$ cat src/rtl/gpx_pkg.sv
package gpx_pkg;

    typedef enum logic [3:0] {
        ST_IDLE,
        ST_ADDR,
        ST_ADDR_ACK,
        ST_CMD,
        ST_CMD_ACK,
        ST_WDATA,
        ST_WDATA_ACK,
        ST_RDATA,
        ST_RACK,
        ST_IGNORE
    } tgt_state_t;

    localparam logic [1:0] GRP_IN  = 2'd0;
    localparam logic [1:0] GRP_OUT = 2'd1;
    localparam logic [1:0] GRP_POL = 2'd2;
    localparam logic [1:0] GRP_CFG = 2'd3;

    localparam logic [3:0] ADDR_FIXED = 4'b0100;

endpackage

$ cat src/rtl/gpx_line_sync.sv
module gpx_line_sync #(
    parameter int STAGES = 2
) (
    input  logic clk,
    input  logic rst_n,
    input  logic scl_in,
    input  logic sda_in,
    output logic sda_q,
    output logic scl_rise,
    output logic scl_fall,
    output logic start_det,
    output logic stop_det
);
    localparam int DEPTH = STAGES + 1;

    logic [DEPTH-1:0] scl_sh;
    logic [DEPTH-1:0] sda_sh;
    logic scl_now, scl_prev, sda_prev;

    always_ff @(posedge clk or negedge rst_n) begin
        if (!rst_n) begin
            scl_sh <= '1;
            sda_sh <= '1;
        end else begin
            scl_sh <= {scl_sh[DEPTH-2:0], scl_in};
            sda_sh <= {sda_sh[DEPTH-2:0], sda_in};
        end
    end

    always_comb begin
        scl_now   = scl_sh[STAGES-1];
        scl_prev  = scl_sh[STAGES];
        sda_q     = sda_sh[STAGES-1];
        sda_prev  = sda_sh[STAGES];
        scl_rise  = scl_now & ~scl_prev;
        scl_fall  = ~scl_now & scl_prev;
        start_det = scl_now & scl_prev & sda_prev & ~sda_q;
        stop_det  = scl_now & scl_prev & ~sda_prev & sda_q;
    end

endmodule

$ cat src/rtl/gpx_regfile.sv
module gpx_regfile #(
    parameter int W = 8
) (
    input  logic           clk,
    input  logic           rst_n,
    input  logic [2*W-1:0] pin_in,
    input  logic           wr_en,
    input  logic [2:0]     wr_sel,
    input  logic [W-1:0]   wr_data,
    input  logic [2:0]     rd_sel,
    output logic [W-1:0]   rd_data,
    output logic [2*W-1:0] pin_out,
    output logic [2*W-1:0] pin_oe
);
    import gpx_pkg::*;

    localparam int HALVES = 2;

    logic [HALVES-1:0][W-1:0] out_r, pol_r, cfg_r;
    logic [HALVES-1:0][W-1:0] pin_m, pin_s;

    always_ff @(posedge clk or negedge rst_n) begin
        if (!rst_n) begin
            pin_m <= '0;
            pin_s <= '0;
        end else begin
            pin_m <= pin_in;
            pin_s <= pin_m;
        end
    end

    for (genvar h = 0; h < HALVES; h++) begin : g_half
        always_ff @(posedge clk or negedge rst_n) begin
            if (!rst_n) begin
                out_r[h] <= '1;
                pol_r[h] <= '0;
                cfg_r[h] <= '1;
            end else if (wr_en && (wr_sel[0] == 1'(h))) begin
                case (wr_sel[2:1])
                    GRP_OUT: out_r[h] <= wr_data;
                    GRP_POL: pol_r[h] <= wr_data;
                    GRP_CFG: cfg_r[h] <= wr_data;
                    default: ;
                endcase
            end
        end
    end

    always_comb begin
        case (rd_sel[2:1])
            GRP_IN:  rd_data = pin_s[rd_sel[0]] ^ pol_r[rd_sel[0]];
            GRP_OUT: rd_data = out_r[rd_sel[0]];
            GRP_POL: rd_data = pol_r[rd_sel[0]];
            default: rd_data = cfg_r[rd_sel[0]];
        endcase
        pin_out = out_r;
        pin_oe  = ~cfg_r;
    end

endmodule

$ cat src/rtl/gpx_target_fsm.sv
module gpx_target_fsm #(
    parameter int W = 8
) (
    input  logic         clk,
    input  logic         rst_n,
    input  logic         sda_q,
    input  logic         scl_rise,
    input  logic         scl_fall,
    input  logic         start_det,
    input  logic         stop_det,
    input  logic [6:0]   dev_addr,
    input  logic [W-1:0] rd_data,
    output logic [2:0]   rd_sel,
    output logic         wr_en,
    output logic [2:0]   wr_sel,
    output logic [W-1:0] wr_data,
    output logic         sda_oe
);
    import gpx_pkg::*;

    localparam int CW = $clog2(W + 1);
    localparam logic [CW-1:0] FULL = CW'(W);
    localparam logic [CW-1:0] LAST = CW'(W - 1);

    tgt_state_t state, nxt;
    logic [CW-1:0] bitcnt;
    logic [W-1:0]  shreg;
    logic [2:0]    ptr;
    logic          rw;
    logic          mack;
    logic          addr_hit;

    assign addr_hit = (shreg[W-1 -: 7] == dev_addr);

    always_comb begin
        nxt = state;
        if (start_det) begin
            nxt = ST_ADDR;
        end else if (stop_det) begin
            nxt = ST_IDLE;
        end else begin
            unique case (state)
                ST_IDLE:      nxt = ST_IDLE;
                ST_ADDR:      if (scl_fall && bitcnt == FULL)
                                  nxt = addr_hit ? ST_ADDR_ACK : ST_IGNORE;
                ST_ADDR_ACK:  if (scl_fall) nxt = rw ? ST_RDATA : ST_CMD;
                ST_CMD:       if (scl_fall && bitcnt == FULL) nxt = ST_CMD_ACK;
                ST_CMD_ACK:   if (scl_fall) nxt = ST_WDATA;
                ST_WDATA:     if (scl_fall && bitcnt == FULL) nxt = ST_WDATA_ACK;
                ST_WDATA_ACK: if (scl_fall) nxt = ST_WDATA;
                ST_RDATA:     if (scl_fall && bitcnt == LAST) nxt = ST_RACK;
                ST_RACK:      if (scl_fall) nxt = mack ? ST_RDATA : ST_IGNORE;
                ST_IGNORE:    nxt = ST_IGNORE;
            endcase
        end
    end

    always_ff @(posedge clk or negedge rst_n) begin
        if (!rst_n) state <= ST_IDLE;
        else        state <= nxt;
    end

    always_ff @(posedge clk or negedge rst_n) begin
        if (!rst_n) begin
            bitcnt <= '0;
            shreg  <= '0;
            ptr    <= '0;
            rw     <= 1'b0;
            mack   <= 1'b0;
        end else if (start_det || stop_det) begin
            bitcnt <= '0;
        end else begin
            case (state)
                ST_ADDR, ST_CMD, ST_WDATA: begin
                    if (scl_rise && bitcnt != FULL) begin
                        shreg  <= {shreg[W-2:0], sda_q};
                        bitcnt <= bitcnt + 1'b1;
                    end else if (scl_fall && bitcnt == FULL) begin
                        bitcnt <= '0;
                        if (state == ST_ADDR) rw  <= shreg[0];
                        if (state == ST_CMD)  ptr <= shreg[2:0];
                    end
                end
                ST_ADDR_ACK: begin
                    if (scl_fall && rw) begin
                        shreg  <= rd_data;
                        bitcnt <= '0;
                    end
                end
                ST_WDATA_ACK: begin
                    if (scl_fall) ptr <= ptr ^ 3'b001;
                end
                ST_RDATA: begin
                    if (scl_fall) begin
                        shreg  <= {shreg[W-2:0], 1'b0};
                        bitcnt <= (bitcnt == LAST) ? '0 : bitcnt + 1'b1;
                    end
                end
                ST_RACK: begin
                    if (scl_rise) begin
                        mack <= ~sda_q;
                    end else if (scl_fall && mack) begin
                        ptr   <= ptr ^ 3'b001;
                        shreg <= rd_data;
                    end
                end
                default: ;
            endcase
        end
    end

    always_comb begin
        rd_sel  = (state == ST_RACK) ? (ptr ^ 3'b001) : ptr;
        wr_en   = (state == ST_WDATA_ACK) && scl_fall;
        wr_sel  = ptr;
        wr_data = shreg;
        unique case (state)
            ST_ADDR_ACK, ST_CMD_ACK, ST_WDATA_ACK: sda_oe = 1'b1;
            ST_RDATA:                              sda_oe = ~shreg[W-1];
            default:                               sda_oe = 1'b0;
        endcase
    end

endmodule

$ cat src/rtl/io_expander_i2c.sv
module io_expander_i2c #(
    parameter int W           = 8,
    parameter int SYNC_STAGES = 2
) (
    input  logic           clk,
    input  logic           rst_n,
    input  logic [2:0]     strap,
    input  logic           scl_in,
    input  logic           sda_in,
    output logic           sda_oe,
    input  logic [2*W-1:0] pin_in,
    output logic [2*W-1:0] pin_out,
    output logic [2*W-1:0] pin_oe
);
    import gpx_pkg::*;

    logic         sda_q, scl_rise, scl_fall, start_det, stop_det;
    logic [W-1:0] rd_data, wr_data;
    logic [2:0]   rd_sel, wr_sel;
    logic         wr_en;
    logic [6:0]   dev_addr;

    assign dev_addr = {ADDR_FIXED, strap};

    gpx_line_sync #(.STAGES(SYNC_STAGES)) u_sync (
        .clk       (clk),
        .rst_n     (rst_n),
        .scl_in    (scl_in),
        .sda_in    (sda_in),
        .sda_q     (sda_q),
        .scl_rise  (scl_rise),
        .scl_fall  (scl_fall),
        .start_det (start_det),
        .stop_det  (stop_det)
    );

    gpx_target_fsm #(.W(W)) u_fsm (
        .clk       (clk),
        .rst_n     (rst_n),
        .sda_q     (sda_q),
        .scl_rise  (scl_rise),
        .scl_fall  (scl_fall),
        .start_det (start_det),
        .stop_det  (stop_det),
        .dev_addr  (dev_addr),
        .rd_data   (rd_data),
        .rd_sel    (rd_sel),
        .wr_en     (wr_en),
        .wr_sel    (wr_sel),
        .wr_data   (wr_data),
        .sda_oe    (sda_oe)
    );

    gpx_regfile #(.W(W)) u_regs (
        .clk     (clk),
        .rst_n   (rst_n),
        .pin_in  (pin_in),
        .wr_en   (wr_en),
        .wr_sel  (wr_sel),
        .wr_data (wr_data),
        .rd_sel  (rd_sel),
        .rd_data (rd_data),
        .pin_out (pin_out),
        .pin_oe  (pin_oe)
    );

endmodule

$ cat config.mk
export PLATFORM = sky130hd
export DESIGN_NAME = io_expander_i2c
export DESIGN_NICKNAME = d
export VERILOG_FILES = /design/src/rtl/gpx_pkg.sv /design/src/rtl/gpx_line_sync.sv /design/src/rtl/gpx_regfile.sv /design/src/rtl/gpx_target_fsm.sv /design/src/rtl/io_expander_i2c.sv
export SDC_FILE = /design/constraint.sdc
export NUM_CORES = 1
export LEC_CHECK = 0
export BUFFER_PORTS_ARGS = -buffer_cell sky130_fd_sc_hd__buf_4
export CORE_AREA = 5 5 129 131
export CTS_CLUSTER_SIZE = 20
export DETAILED_ROUTE_END_ITERATION = 10
export DIE_AREA = 0 0 134 136
export SLEW_MARGIN = 20
export SYNTH_ARGS = -nofsm -noshare
export SYNTH_HDL_FRONTEND = slang
export SYNTH_SLANG_ARGS = --single-unit
$ cat constraint.sdc
create_clock -name clk -period 2.2 [get_ports clk]
set_input_delay 0.11 -clock clk [delete_from_list [all_inputs] [get_ports clk]]
set_output_delay 0.11 -clock clk [all_outputs]
set_load 0.02 [all_outputs]
==> impl_results.rst, run 1 <==
.. list-table::
   :header-rows: 1

   * - Metric
     - Value
   * - Via count of the first global-routing pass
     - 4045
   * - Hold Path Class
     - in2async
   * - Final-report max-slew violation count
     - 0
   * - Number of nets at the end of the flow
     - 607
   * - Synthesized netlist net count
     - 499
   * - Number of core rows
     - 46
   * - Total grt overflow
     - 0
   * - Highest-utilization routing layer at the global route stage
     - met2
   * - HPWL after detailed placement
     - 9240 µm
   * - N_diodes
     - 0
   * - Fillcell total
     - about 1400
   * - Final setup fails
     - 0
   * - Proportion of synthesized chip area in sequential cells
     - 51.7%
   * - Longest Clk Path Bufs
     - 2
   * - Placer Congestion
     - 0.917
   * - Clock latency reported for the late side of the worst-skew pair
     - 0.35 ns
   * - Crit path capture type
     - flip-flop
   * - Commonest non-fill, non-tap cells in the layout
     - 96 x buf_4, 69 x dfrtp_1, 44 x mux2_2
   * - Final critical-path share of the clock period
     - 99.7%
   * - Fraction of final layout cells sized beyond drive strength 1
     - 38.3%
   * - Met2 usage in global routing
     - 22.3%
   * - Hold Vio Cnt, Final
     - 0
   * - Average vias per placed instance
     - 5.18
   * - Antenna viol nets, final
     - 0
   * - Area of all placed cells without fillers
     - 6840 µm²
   * - Rel. slew slack
     - 56.7%
   * - Cts bufs inserted
     - 9
   * - Minimum clock period
     - 2.19 ns
   * - Startpoint types
     - flip-flop
   * - CP Data Arrival Time
     - 2.43 ns
   * - Fraction of registers with async set or reset after synthesis
     - 100%
   * - Mapped Cells
     - ~470
   * - Total Routed Length
     - 12800 µm
   * - Initial antenna violation count
     - 0
   * - Outcome
     - finished, final reports clean
   * - Total number of vias
     - roughly 4000
   * - Total Die Area
     - around 18000 µm²
   * - Critical path class
     - reg2reg
   * - Max frequency
     - 0.456 GHz
   * - Met1 demand-to-capacity share in global routing
     - 19.2%
   * - Fraction of the core area covered by cells at the end of the flow
     - between 40 and 50%
   * - Total global routing track utilization
     - 14.2%
   * - Main flop type after synthesis
     - dfrtp_1
   * - Synth warnings
     - 0
   * - DRC Markers
     - 0
   * - Initial DRC count
     - 267
   * - Max cap viols
     - 0
   * - Height of the die
     - 136 µm
   * - Number of flops mapped to enable cells by yosys
     - 0
   * - Slew at the pin closest to its max-slew limit
     - 0.649 ns
   * - Number of buffers inserted by post-CTS setup repair
     - 0
   * - Required time at the worst-slack endpoint
     - 2.43 ns
   * - Number of port buffers
     - 55
   * - Mean instance size in the synthesized netlist
     - 11.1 µm²
   * - Layout Area Growth over Synthesis
     - 29.8%
   * - Setup TNS
     - 0 ns
   * - Maximum vdd ir drop
     - 0.000446 V
   * - Count of unique library cells instantiated by Yosys
     - between 50 and 60
   * - Clock tree from TritonCTS
     - built
   * - Largest net degree at the start of global routing
     - 66
   * - Power per cell area
     - 889 nW/µm²
   * - Clock-pin slew on the worst setup and hold paths
     - roughly 0.07 ns
   * - Maximum clock skew at final layout
     - 0.0112 ns
   * - Placed cell areas
     - 6270 µm²
   * - Wire length of the first global-routing pass
     - approximately 21000 µm
   * - Number of placed I/O pins
     - 56
   * - Worst slack on hold paths
     - 0.285 ns
   * - Unrepaired setup endpoints after global routing
     - yes
   * - Chip Width
     - roughly 130 µm
   * - Wire length per cell
     - 16.5 µm
   * - LEAKAGE
     - about 2.9 nW
   * - Clk sinks
     - 107
   * - Most common cell after layout, fill and taps aside
     - buf_4
   * - Floorplan core area
     - 15500 µm²
   * - Initial Utilization
     - between 30% and 40%
   * - Area of the mapped netlist
     - 5270 µm²
   * - Number of H-tree levels
     - 3
   * - Total power consumption of the routed design
     - 6.08 mW
   * - Flip-flop and latch count after synthesis
     - ~110
   * - Crit path max fanout
     - 8
   * - Clock Root Buffer
     - clkbuf_16
   * - GR met3 Demand/Resource
     - 3.03%
   * - DR pass1 iterations
     - 5
[flip-flops by register name, summed over array words and instances (netlist names)]
name            cells
u_fsm.mack          1
u_regs.pol_r       16
u_regs.cfg_r       16
u_fsm.wr_data       8
u_sync.sda_sh       3
u_fsm.rw            1
u_sync.scl_sh       3
u_regs.pin_m       16
u_fsm.bitcnt        4
u_regs.pin_out     16
u_regs.pin_s       16
u_fsm.state         4
u_fsm.wr_sel        3
[critical path, stage by stage, from the launching register on]
cell and delay (ns):
dfstp_2 0.55, nand2b_1 0.07, or3_4 0.33, or3_4 0.38, nor3b_4 0.23, buf_12 0.17, mux2_2 0.33
[through the flow]
step / instances / setup slack [ns]
2_1_floorplan: 474 / -0.151
3_3_place_gp: 744 / -0.0226
3_5_place_dp: 744 / -0.0481
4_1_cts: 779 / 0.0214
5_1_grt: 779 / -0.0523
6_report: 779 / 0.00753
[repair_timing]
| action | 4_1_cts | 5_1_grt |
|---|---|---|
| gates cloned | 0 | 0 |
| hold buffers | 19 | 0 |
| gates resized for setup | 4 | 13 |
| hold endpoints to repair | 42 | 0 |
| pin swaps | 1 | 1 |
| setup endpoints to repair | 25 | 20 |
[area by class of cell]
cell class	instances	area (µm²)	share of cell area (%)
multi-input cells	319	2450	35.8
clock buffers	12	246	3.61
flip-flops and latches	107	2730	39.9
clock inverters	4	50.0	0.732
repair buffers	122	1040	15.2
inverters	23	86.3	1.26
well taps	192	240	3.51
[logic make-up (layout without fill, tap and decap cells)]
kind of cell | after synthesis | in the layout | synth area share [%]
flip-flops | 107 | 107 | 51.7
AO/OA/AOI/OAI | 77 | 77 | 10.1
buffers and inverters | 48 | 161 | 3.54
AND/OR/NAND/NOR | 133 | 133 | 13.0
multiplexers | 86 | 86 | 17.6
XOR/XNOR | 21 | 21 | 3.49
adder cells (fa/ha/maj) | 2 | 2 | 0.475
[report_power, final]
| group | switching, mW | internal [mW] | leakage (nW) |
|---|---|---|---|
| sequential | 0.190 | 2.13 | 1.26 |
| combinational | 1.12 | 1.01 | 1.54 |
| clock | 0.714 | 0.913 | 0.139 |
| total | 2.03 | 4.05 | 2.95 |
[final timing paths]
path	from	to	slack (ns)	cells past startpoint
setup / recovery	u_sync.scl_sh[2]	u_regs.pol_r[4]	0.008	6
hold / removal	rst_n	u_regs.pin_m[2]	0.28	2
setup reg to reg	u_sync.scl_sh[2]	u_regs.pol_r[4]	0.008	6
hold reg to reg	u_regs.pin_m[7]	u_regs.pin_s[7]	0.35	0
max in group asynchronous	rst_n	u_sync.sda_sh[1]	1.14	3
min in group clk	u_regs.pin_m[7]	u_regs.pin_s[7]	0.35	0
[Yosys cell counts, drive strengths merged, types with 2 or more instances]
master,number,area [µm²]
nand4,18,113
inv,23,86.3
a211oi,2,15.0
nor4b,2,23.8
dfrtp,69,1730
nor2,42,160
a211o,2,17.5
a21oi,14,70.1
mux2,53,597
dfstp,38,998
nor2b,7,43.8
buf,9,40.0
nand3b,5,37.5
nand3,12,60.1
nor3b,3,45.1
mux2i,33,330
ha,2,25.0
nand2b,3,18.8
nor4,2,12.5
o211ai,9,67.6
clkbuf,16,60.1
o21ai,19,95.1
a21o,3,22.5
o21a,2,15.0
xnor2,20,175
nand2,33,124
a221oi,8,70.1
or3,2,17.5
a31oi,3,18.8
[routing by layer]
layer,routed length [µm],up-vias
met5,0,-
met4,238,0
met3,706,15
met2,5970,114
met1,5910,1998
li1,-,1909
Power figures use the tool's default switching activity.
==> inputs of run 2 (changes only) <==
CORE_AREA = 5 5 109 111   (was 5 5 129 131)
DIE_AREA = 0 0 114 116   (was 0 0 134 136)
PLACE_DENSITY = 0.71   (was unset)
==> run 2 against run 1 <==
Net effect: total power fell by 4.0%; critical path depth did not move; design area fell by 1.3%; non-clock buffer count rose by 6; clock skew rose by 0.0067 ns; routed wire length fell by 1.0%; combinational power rose by 14%; clock power fell by 30%; maximum frequency rose by 0.71%; utilization rose by 19 points; register-to-register slack improved by 0.02 ns; critical endpoint is now u_regs.pol_r[6]; largest cell class unchanged; largest power group is now combinational logic; highest routed layer unchanged.
==> impl_results.rst, run 2 (same netlist as run 1, synthesis figures left out) <==
.. list-table::
   :header-rows: 1

   * - Metric
     - Value
   * - Power per cell area
     - 865 nW/µm² (-2.7%)
   * - Share of total power in the clock network
     - 19.5% (-7.3 points)
   * - Final setup fails
     - 0 (unchanged)
   * - Number of placed I/O pins
     - 56 (unchanged)
   * - Via count of the first global-routing pass
     - 4026 (-0.47%)
   * - Average vias per placed instance
     - 5.57 (+7.5%)
   * - Total grt overflow
     - 0 (unchanged)
   * - Floorplan core area
     - 10700 µm² (-31%)
   * - Rel. slew slack
     - 42.2% (-15 points)
   * - Fraction of final layout cells sized beyond drive strength 1
     - 40.1% (+1.8 points)
   * - Max frequency
     - 0.459 GHz (+0.71%)
   * - N_diodes
     - 0 (unchanged)
   * - Crit path capture type
     - flip-flop
   * - Chain of cells forming the critical path
     - nand2b_1 > or3_4 > or3_4 > nor3b_4 > buf_6 > mux2_4
   * - Final WS setup
     - 0.0229 ns (+0.0154 ns)
   * - Outcome
     - finished, final reports clean
   * - Total Die Area
     - 13200 µm² (-27%)
   * - Hold Vio Cnt, Final
     - 0 (unchanged)
   * - Number of core rows
     - 38 (-17%)
   * - Kind of cell adding the most delay to the critical path
     - simple AND/OR/NAND/NOR gates
   * - Most common cell after layout, fill and taps aside
     - buf_4
   * - Logic pwr share
     - 41.4% (+6.3 points)
   * - DRC Markers
     - 0 (unchanged)
   * - DR pass1 iterations
     - 5 (unchanged)
   * - CP Data Arrival Time
     - 2.44 ns (about the same)
   * - Hold Path Class
     - in2async
   * - Initial antenna violation count
     - 0 (unchanged)
   * - Commonest non-fill, non-tap cells in the layout
     - 101 x buf_4, 69 x dfrtp_1, 46 x mux2_2
   * - Met2 usage in global routing
     - 31.7% (+9.4 points)
   * - Layout Area Growth over Synthesis
     - 28.1%
   * - Number of H-tree levels
     - 3 (unchanged)
   * - Final critical-path share of the clock period
     - 99.0% (-0.70 points)
   * - Number of nets at the end of the flow
     - 613 (+0.99%)
   * - Launch point of the critical path
     - u_sync.scl_sh[2]
   * - Placement-stage worst setup slack
     - -0.0918 ns (-0.0437 ns)
   * - Number of port buffers
     - 55 (unchanged)
   * - Initial DRC count
     - 313 (+17%)
   * - Height of the die
     - 116 µm (-15%)
   * - Placer Congestion
     - 0.944 (+2.9%)
   * - Internal power summed over all cells
     - 3.75 mW (-7.4%)
   * - Final-report max-slew violation count
     - 0 (unchanged)
   * - Count of buffering cells on the critical path with inverters included
     - 1 (unchanged)
   * - Unrepaired setup endpoints after global routing
     - yes
   * - Startpoint types
     - flip-flop
   * - Post-route insts no fill
     - 733 (-5.9%)
   * - Critical path class
     - reg2reg
   * - LEAKAGE
     - 2.93 nW (-0.72%)
   * - Sequential share of power
     - 39.0% (+0.8 points)
   * - Critical Path Most Common Cell
     - or3_4
   * - Wire length of the first global-routing pass
     - 20500 µm (-0.40%)
   * - Crit path max fanout
     - 4 (-4)
   * - Clk sinks
     - 107 (unchanged)
   * - Library cell contributing the largest single delay on the critical path
     - dfstp_2
   * - Switching power total
     - 2.09 mW (+2.9%)
   * - Area of all placed cells without fillers
     - 6750 µm² (-1.3%)
   * - Wire length per cell
     - 17.3 µm (+5.2%)
   * - Worst reg2reg startpoint
     - u_sync.scl_sh[2]
   * - Placed cell areas
     - 6150 µm² (-2.0%)
   * - Required time at the worst-slack endpoint
     - 2.46 ns (+0.03 ns)
   * - CP peak stage delay
     - 0.54 ns (about the same)
   * - Total number of vias
     - 4084 (+1.2%)
   * - Maximum clock skew at final layout
     - 0.0179 ns (+0.00665 ns)
   * - Maximum vdd ir drop
     - 0.000469 V (+5.3%)
   * - Initial Utilization
     - 49.2% (+15 points)
   * - Max cap viols
     - 0 (unchanged)
   * - Slew at the pin closest to its max-slew limit
     - 0.863 ns (+0.214 ns)
   * - Largest net degree at the start of global routing
     - 50 (-24%)
   * - Clock-pin slew on the worst setup and hold paths
     - 0.10 ns (+0.03 ns)
   * - Total Routed Length
     - 12700 µm (-1.0%)
   * - Chip Width
     - 114 µm (-15%)
   * - Highest-utilization routing layer at the global route stage
     - met2
   * - HPWL after detailed placement
     - 8760 µm (-5.2%)
   * - GR met3 Demand/Resource
     - 3.08% (+0.046 points)
   * - Antenna viol nets, final
     - 0 (unchanged)
   * - Clock Root Buffer
     - clkbuf_8
   * - Clock latency reported for the late side of the worst-skew pair
     - 0.39 ns (+0.04 ns)
   * - Clock tree from TritonCTS
     - built
   * - Met1 demand-to-capacity share in global routing
     - 27.5% (+8.2 points)
   * - Cts bufs inserted
     - 9 (unchanged)
   * - Longest Clk Path Bufs
     - 2 (unchanged)
   * - Net switching share of the total power
     - 35.7% (+2.4 points)
   * - Number of placed instances with taps included
     - 691 (-7.1%)
   * - Minimum clock period
     - 2.18 ns (-0.0154 ns)
   * - Total global routing track utilization
     - 19.9% (+5.6 points)
-- run 2: changes by cell type in the layout (fill, tap and decap cells not counted), sizes merged --
cell,delta
buf,+6
clkinvlp,-1
clkbuf,-3
inv,+3
bufinv,-1
clkinv,+2
-- run 2: area by class of cell --
type | count | area, µm²
multi-input cells | 319 | 2490
inverters | 23 | 86.3
repair buffers | 128 | 1080
fillers | 869 | 3950
flip-flops and latches | 107 | 2730
clock buffers | 9 | 124
well taps | 140 | 175
clock inverters | 7 | 60.1
-- run 2: what timing repair did --
action | 4_1_cts | 5_1_grt
hold buffers | 19 | 0
setup buffers | 0 | 7
cloned | 0 | 0
resized for setup | 6 | 22
endpoints found under the setup margin | 28 | 18
pin swaps | 0 | 7
endpoints found under the hold margin | 41 | 0
-- run 2: path summary, 6_finish.rpt --
path / slack [ns] / cells past startpoint / to
setup / recovery: 0.02 / 6 / u_regs.pol_r[6]
hold / removal: 0.23 / 2 / u_regs.pin_s[9]
setup reg to reg: 0.02 / 6 / u_regs.pol_r[6]
hold reg to reg: 0.36 / 0 / u_regs.pin_s[6]
max in group asynchronous: 1.25 / 3 / u_regs.pin_out[3]
min in group clk: 0.36 / 0 / u_regs.pin_s[6]
-- run 2: per-layer routing --
metal | vias to the layer above | wire length (µm)
li1 | 1918 | -
met1 | 1999 | 5510
met2 | 148 | 6210
met3 | 19 | 735
met4 | 0 | 231
met5 | - | 0
-- run 2: metrics by stage --
stage	utilization [%]	hold slack, ns	setup TNS, ns	power (mW)
2_1_floorplan	-	-0.186	-2.51	3.57
3_3_place_gp	57.5	0.114	-0.0221	4.27
3_5_place_dp	57.5	0.114	-0.895	4.30
4_1_cts	61.3	0.227	0	5.53
5_1_grt	63.1	0.283	-0.183	6.17
6_report	63.1	0.225	0	5.84
-- run 2: power by group through the flow --
stage | clock (mW) | combinational (mW) | sequential, mW
finish | 1.14 | 2.42 | 2.28
global route | 1.26 | 2.60 | 2.31
CTS | 1.18 | 2.07 | 2.28
detailed placement | 0 | 1.99 | 2.31
global placement | 0 | 1.97 | 2.30
floorplan | 0 | 1.29 | 2.28
==> inputs of run 3 (changes only) <==
PLACE_DENSITY = 0.69   (was 0.71)
clock period = 2.6 ns   (was 2.2 ns; I/O delays follow)
==> run 3 against run 2 <==
Net effect: combinational power down 38%; via count down 3.2%; sequential power down 11%; total power down 22%; critical path type unchanged; non-clock buffer count down 35; register-to-register slack better by 0.12 ns; utilization down 3.9 points; worst setup slack better by 0.12 ns; worst hold slack better by 0.13 ns; clock-buffer cell count unchanged; routed wire length down 3.9%; design area down 6.1%.
==> impl_results.rst, run 3 (same netlist as run 1, synthesis figures left out) <==
.. list-table::
   :header-rows: 1

   * - Metric
     - Value
   * - Sequential share of power
     - 44.7% (+5.7 points)
   * - Hold Path Class
     - reg2reg
   * - Outcome
     - finished, final reports clean
   * - Total power consumption of the routed design
     - 4.56 mW (-22%)
   * - Longest Clk Path Bufs
     - 2 (unchanged)
   * - Via count of the first global-routing pass
     - 3948 (-1.9%)
   * - Fraction of final layout cells sized beyond drive strength 1
     - 34.2% (-5.9 points)
   * - Placed cell areas
     - 5920 µm² (-3.7%)
   * - Post-route insts no fill
     - 698 (-4.8%)
   * - Placement-stage worst setup slack
     - 0.171 ns (+0.262 ns)
   * - Critical path class
     - reg2reg
   * - Initial antenna violation count
     - 0 (unchanged)
   * - Wire length per cell
     - 17.5 µm (+0.89%)
   * - Max cap viols
     - 0 (unchanged)
   * - Number of placed instances with taps included
     - 662 (-4.2%)
   * - Startpoint types
     - flip-flop
   * - Crit path max fanout
     - 8 (+4)
   * - Initial DRC count
     - 266 (-15%)
   * - Required time at the worst-slack endpoint
     - 2.90 ns (+0.44 ns)
   * - Clock-pin slew on the worst setup and hold paths
     - 0.12 ns (+0.02 ns)
   * - Number of port buffers
     - 55 (unchanged)
   * - Max frequency
     - 0.407 GHz (-11%)
   * - Maximum clock skew at final layout
     - 0.0177 ns (-0.000136 ns)
   * - Commonest non-fill, non-tap cells in the layout
     - 72 x buf_4, 69 x dfrtp_1, 52 x mux2_2
   * - DRC Markers
     - 0 (unchanged)
   * - Internal power summed over all cells
     - 2.86 mW (-24%)
   * - Fillcell total
     - 913 (+5.1%)
   * - CP Data Arrival Time
     - 2.76 ns (+0.32 ns)
   * - Slew at the pin closest to its max-slew limit
     - 0.826 ns (-0.0373 ns)
   * - Total Routed Length
     - 12200 µm (-3.9%)
   * - Clock latency reported for the late side of the worst-skew pair
     - 0.38 ns (about the same)
   * - N_diodes
     - 0 (unchanged)
   * - Crit path capture type
     - flip-flop
   * - Layout Area Growth over Synthesis
     - 20.3%
   * - Minimum clock period
     - 2.46 ns (+0.280 ns)
   * - Total Die Area
     - 13200 µm² (unchanged)
   * - Power per cell area
     - 720 nW/µm² (-17%)
   * - Clock tree from TritonCTS
     - built
   * - Chip Width
     - 114 µm (unchanged)
   * - Largest net degree at the start of global routing
     - 68 (+36%)
   * - Chain of cells forming the critical path
     - nand2b_1 > or3_4 > or3_1 > nor3b_4 > mux2_2
   * - HPWL after detailed placement
     - 8520 µm (-2.7%)
   * - Clk sinks
     - 107 (unchanged)
   * - Library cell contributing the largest single delay on the critical path
     - dfstp_2
   * - Number of placed I/O pins
     - 56 (unchanged)
   * - Height of the die
     - 116 µm (unchanged)
   * - Final setup fails
     - 0 (unchanged)
   * - Setup TNS
     - 0 ns (unchanged)
   * - Final WS setup
     - 0.143 ns (+0.120 ns)
   * - Placer Congestion
     - 0.870 (-7.9%)
   * - Number of H-tree levels
     - 3 (unchanged)
   * - Most common cell after layout, fill and taps aside
     - buf_4
   * - Footprint of the flip-flops and latches
     - 2730 µm² (unchanged)
   * - Total grt overflow
     - 0 (unchanged)
   * - Fraction of the core area covered by cells at the end of the flow
     - 59.2% (-3.9 points)
   * - Total global routing track utilization
     - 19.1% (-0.73 points)
   * - Area of all placed cells without fillers
     - 6330 µm² (-6.1%)
   * - Maximum vdd ir drop
     - 0.000412 V (-12%)
   * - Average vias per placed instance
     - 5.67 (+1.7%)
   * - Worst slack on hold paths
     - 0.358 ns (+0.132 ns)
   * - Total number of vias
     - 3955 (-3.2%)
   * - Unrepaired setup endpoints after global routing
     - no
   * - CP peak stage delay
     - 0.62 ns (+0.08 ns)
   * - Number of core rows
     - 38 (unchanged)
   * - Number of nets at the end of the flow
     - 578 (-5.7%)
   * - Initial Utilization
     - 49.2% (unchanged)
   * - Cts bufs inserted
     - 9 (unchanged)
   * - Antenna viol nets, final
     - 0 (unchanged)
   * - Wire length of the first global-routing pass
     - 20200 µm (-1.5%)
   * - Share of total power in the clock network
     - 22.6% (+3.1 points)
   * - Clock Root Buffer
     - clkbuf_8
   * - Rel. slew slack
     - 44.9% (+2.7 points)
   * - Multi-input combinational cell area
     - 2370 µm² (-4.9%)
   * - Hold Vio Cnt, Final
     - 0 (unchanged)
   * - Floorplan core area
     - 10700 µm² (unchanged)
   * - DR pass1 iterations
     - 5 (unchanged)
   * - Net switching share of the total power
     - 37.3% (+1.5 points)
   * - Logic pwr share
     - 32.7% (-8.7 points)
   * - Switching power total
     - 1.70 mW (-19%)
   * - LEAKAGE
     - 2.74 nW (-6.2%)
   * - Final critical-path share of the clock period
     - 94.5% (-4.5 points)
   * - Final-report max-slew violation count
     - 0 (unchanged)
==> run 3: routing by layer <==
layer	up-vias	part of all wire, %	track usage [%]
met3	9	5.7	3.55
met2	125	48	30.6
met1	1973	45	27.2
li1	1848	-	-
met5	-	0	0
met4	0	0.89	4.67
==> run 3: critical path, delay by kind of cell (launching register included) <==
kind / cells / cell delay (ns)
muxes: 1 / 0.40
and+or+nand+nor: 4 / 1.35
DFF: 1 / 0.62
==> run 3: power by group through the flow <==
stage	logic [mW]	clock network [mW]	registers, mW
2_1_floorplan	1.09	0	1.93
3_3_place_gp	1.41	0	2.06
3_5_place_dp	1.45	0	2.07
4_1_cts	1.48	1.05	2.04
5_1_grt	1.62	1.12	2.06
6_report	1.49	1.03	2.04
==> run 3: timing repair <==
item	in CTS	in global routing
endpoints found under the setup margin	0	15
hold buffers	19	0
resized for setup	0	1
setup buffers	0	1
endpoints found under the hold margin	64	0
==> run 3: cell type report <==
type	instances	share of cell area, %
Inverter	23	1.36
Sequential cell	107	43.0
Clock inverter	7	1.28
Multi-Input combinational cell	319	37.4
Tap cell	140	2.77
Clock buffer	9	1.96
Timing Repair Buffer	93	12.2
==> run 3: worst paths after layout <==
check                           slack, ns        startpoint  cells after the start           endpoint
worst max-delay path                 0.14  u_sync.scl_sh[2]                      5  u_regs.pin_out[0]
worst min-delay path                 0.36   u_regs.pin_m[8]                      0    u_regs.pin_s[8]
worst max register to register       0.14  u_sync.scl_sh[2]                      5  u_regs.pin_out[0]
worst min register to register       0.36   u_regs.pin_m[8]                      0    u_regs.pin_s[8]
max in group asynchronous            1.46             rst_n                      3   u_regs.cfg_r[14]
min in group asynchronous            0.38             rst_n                      2   u_regs.pol_r[14]
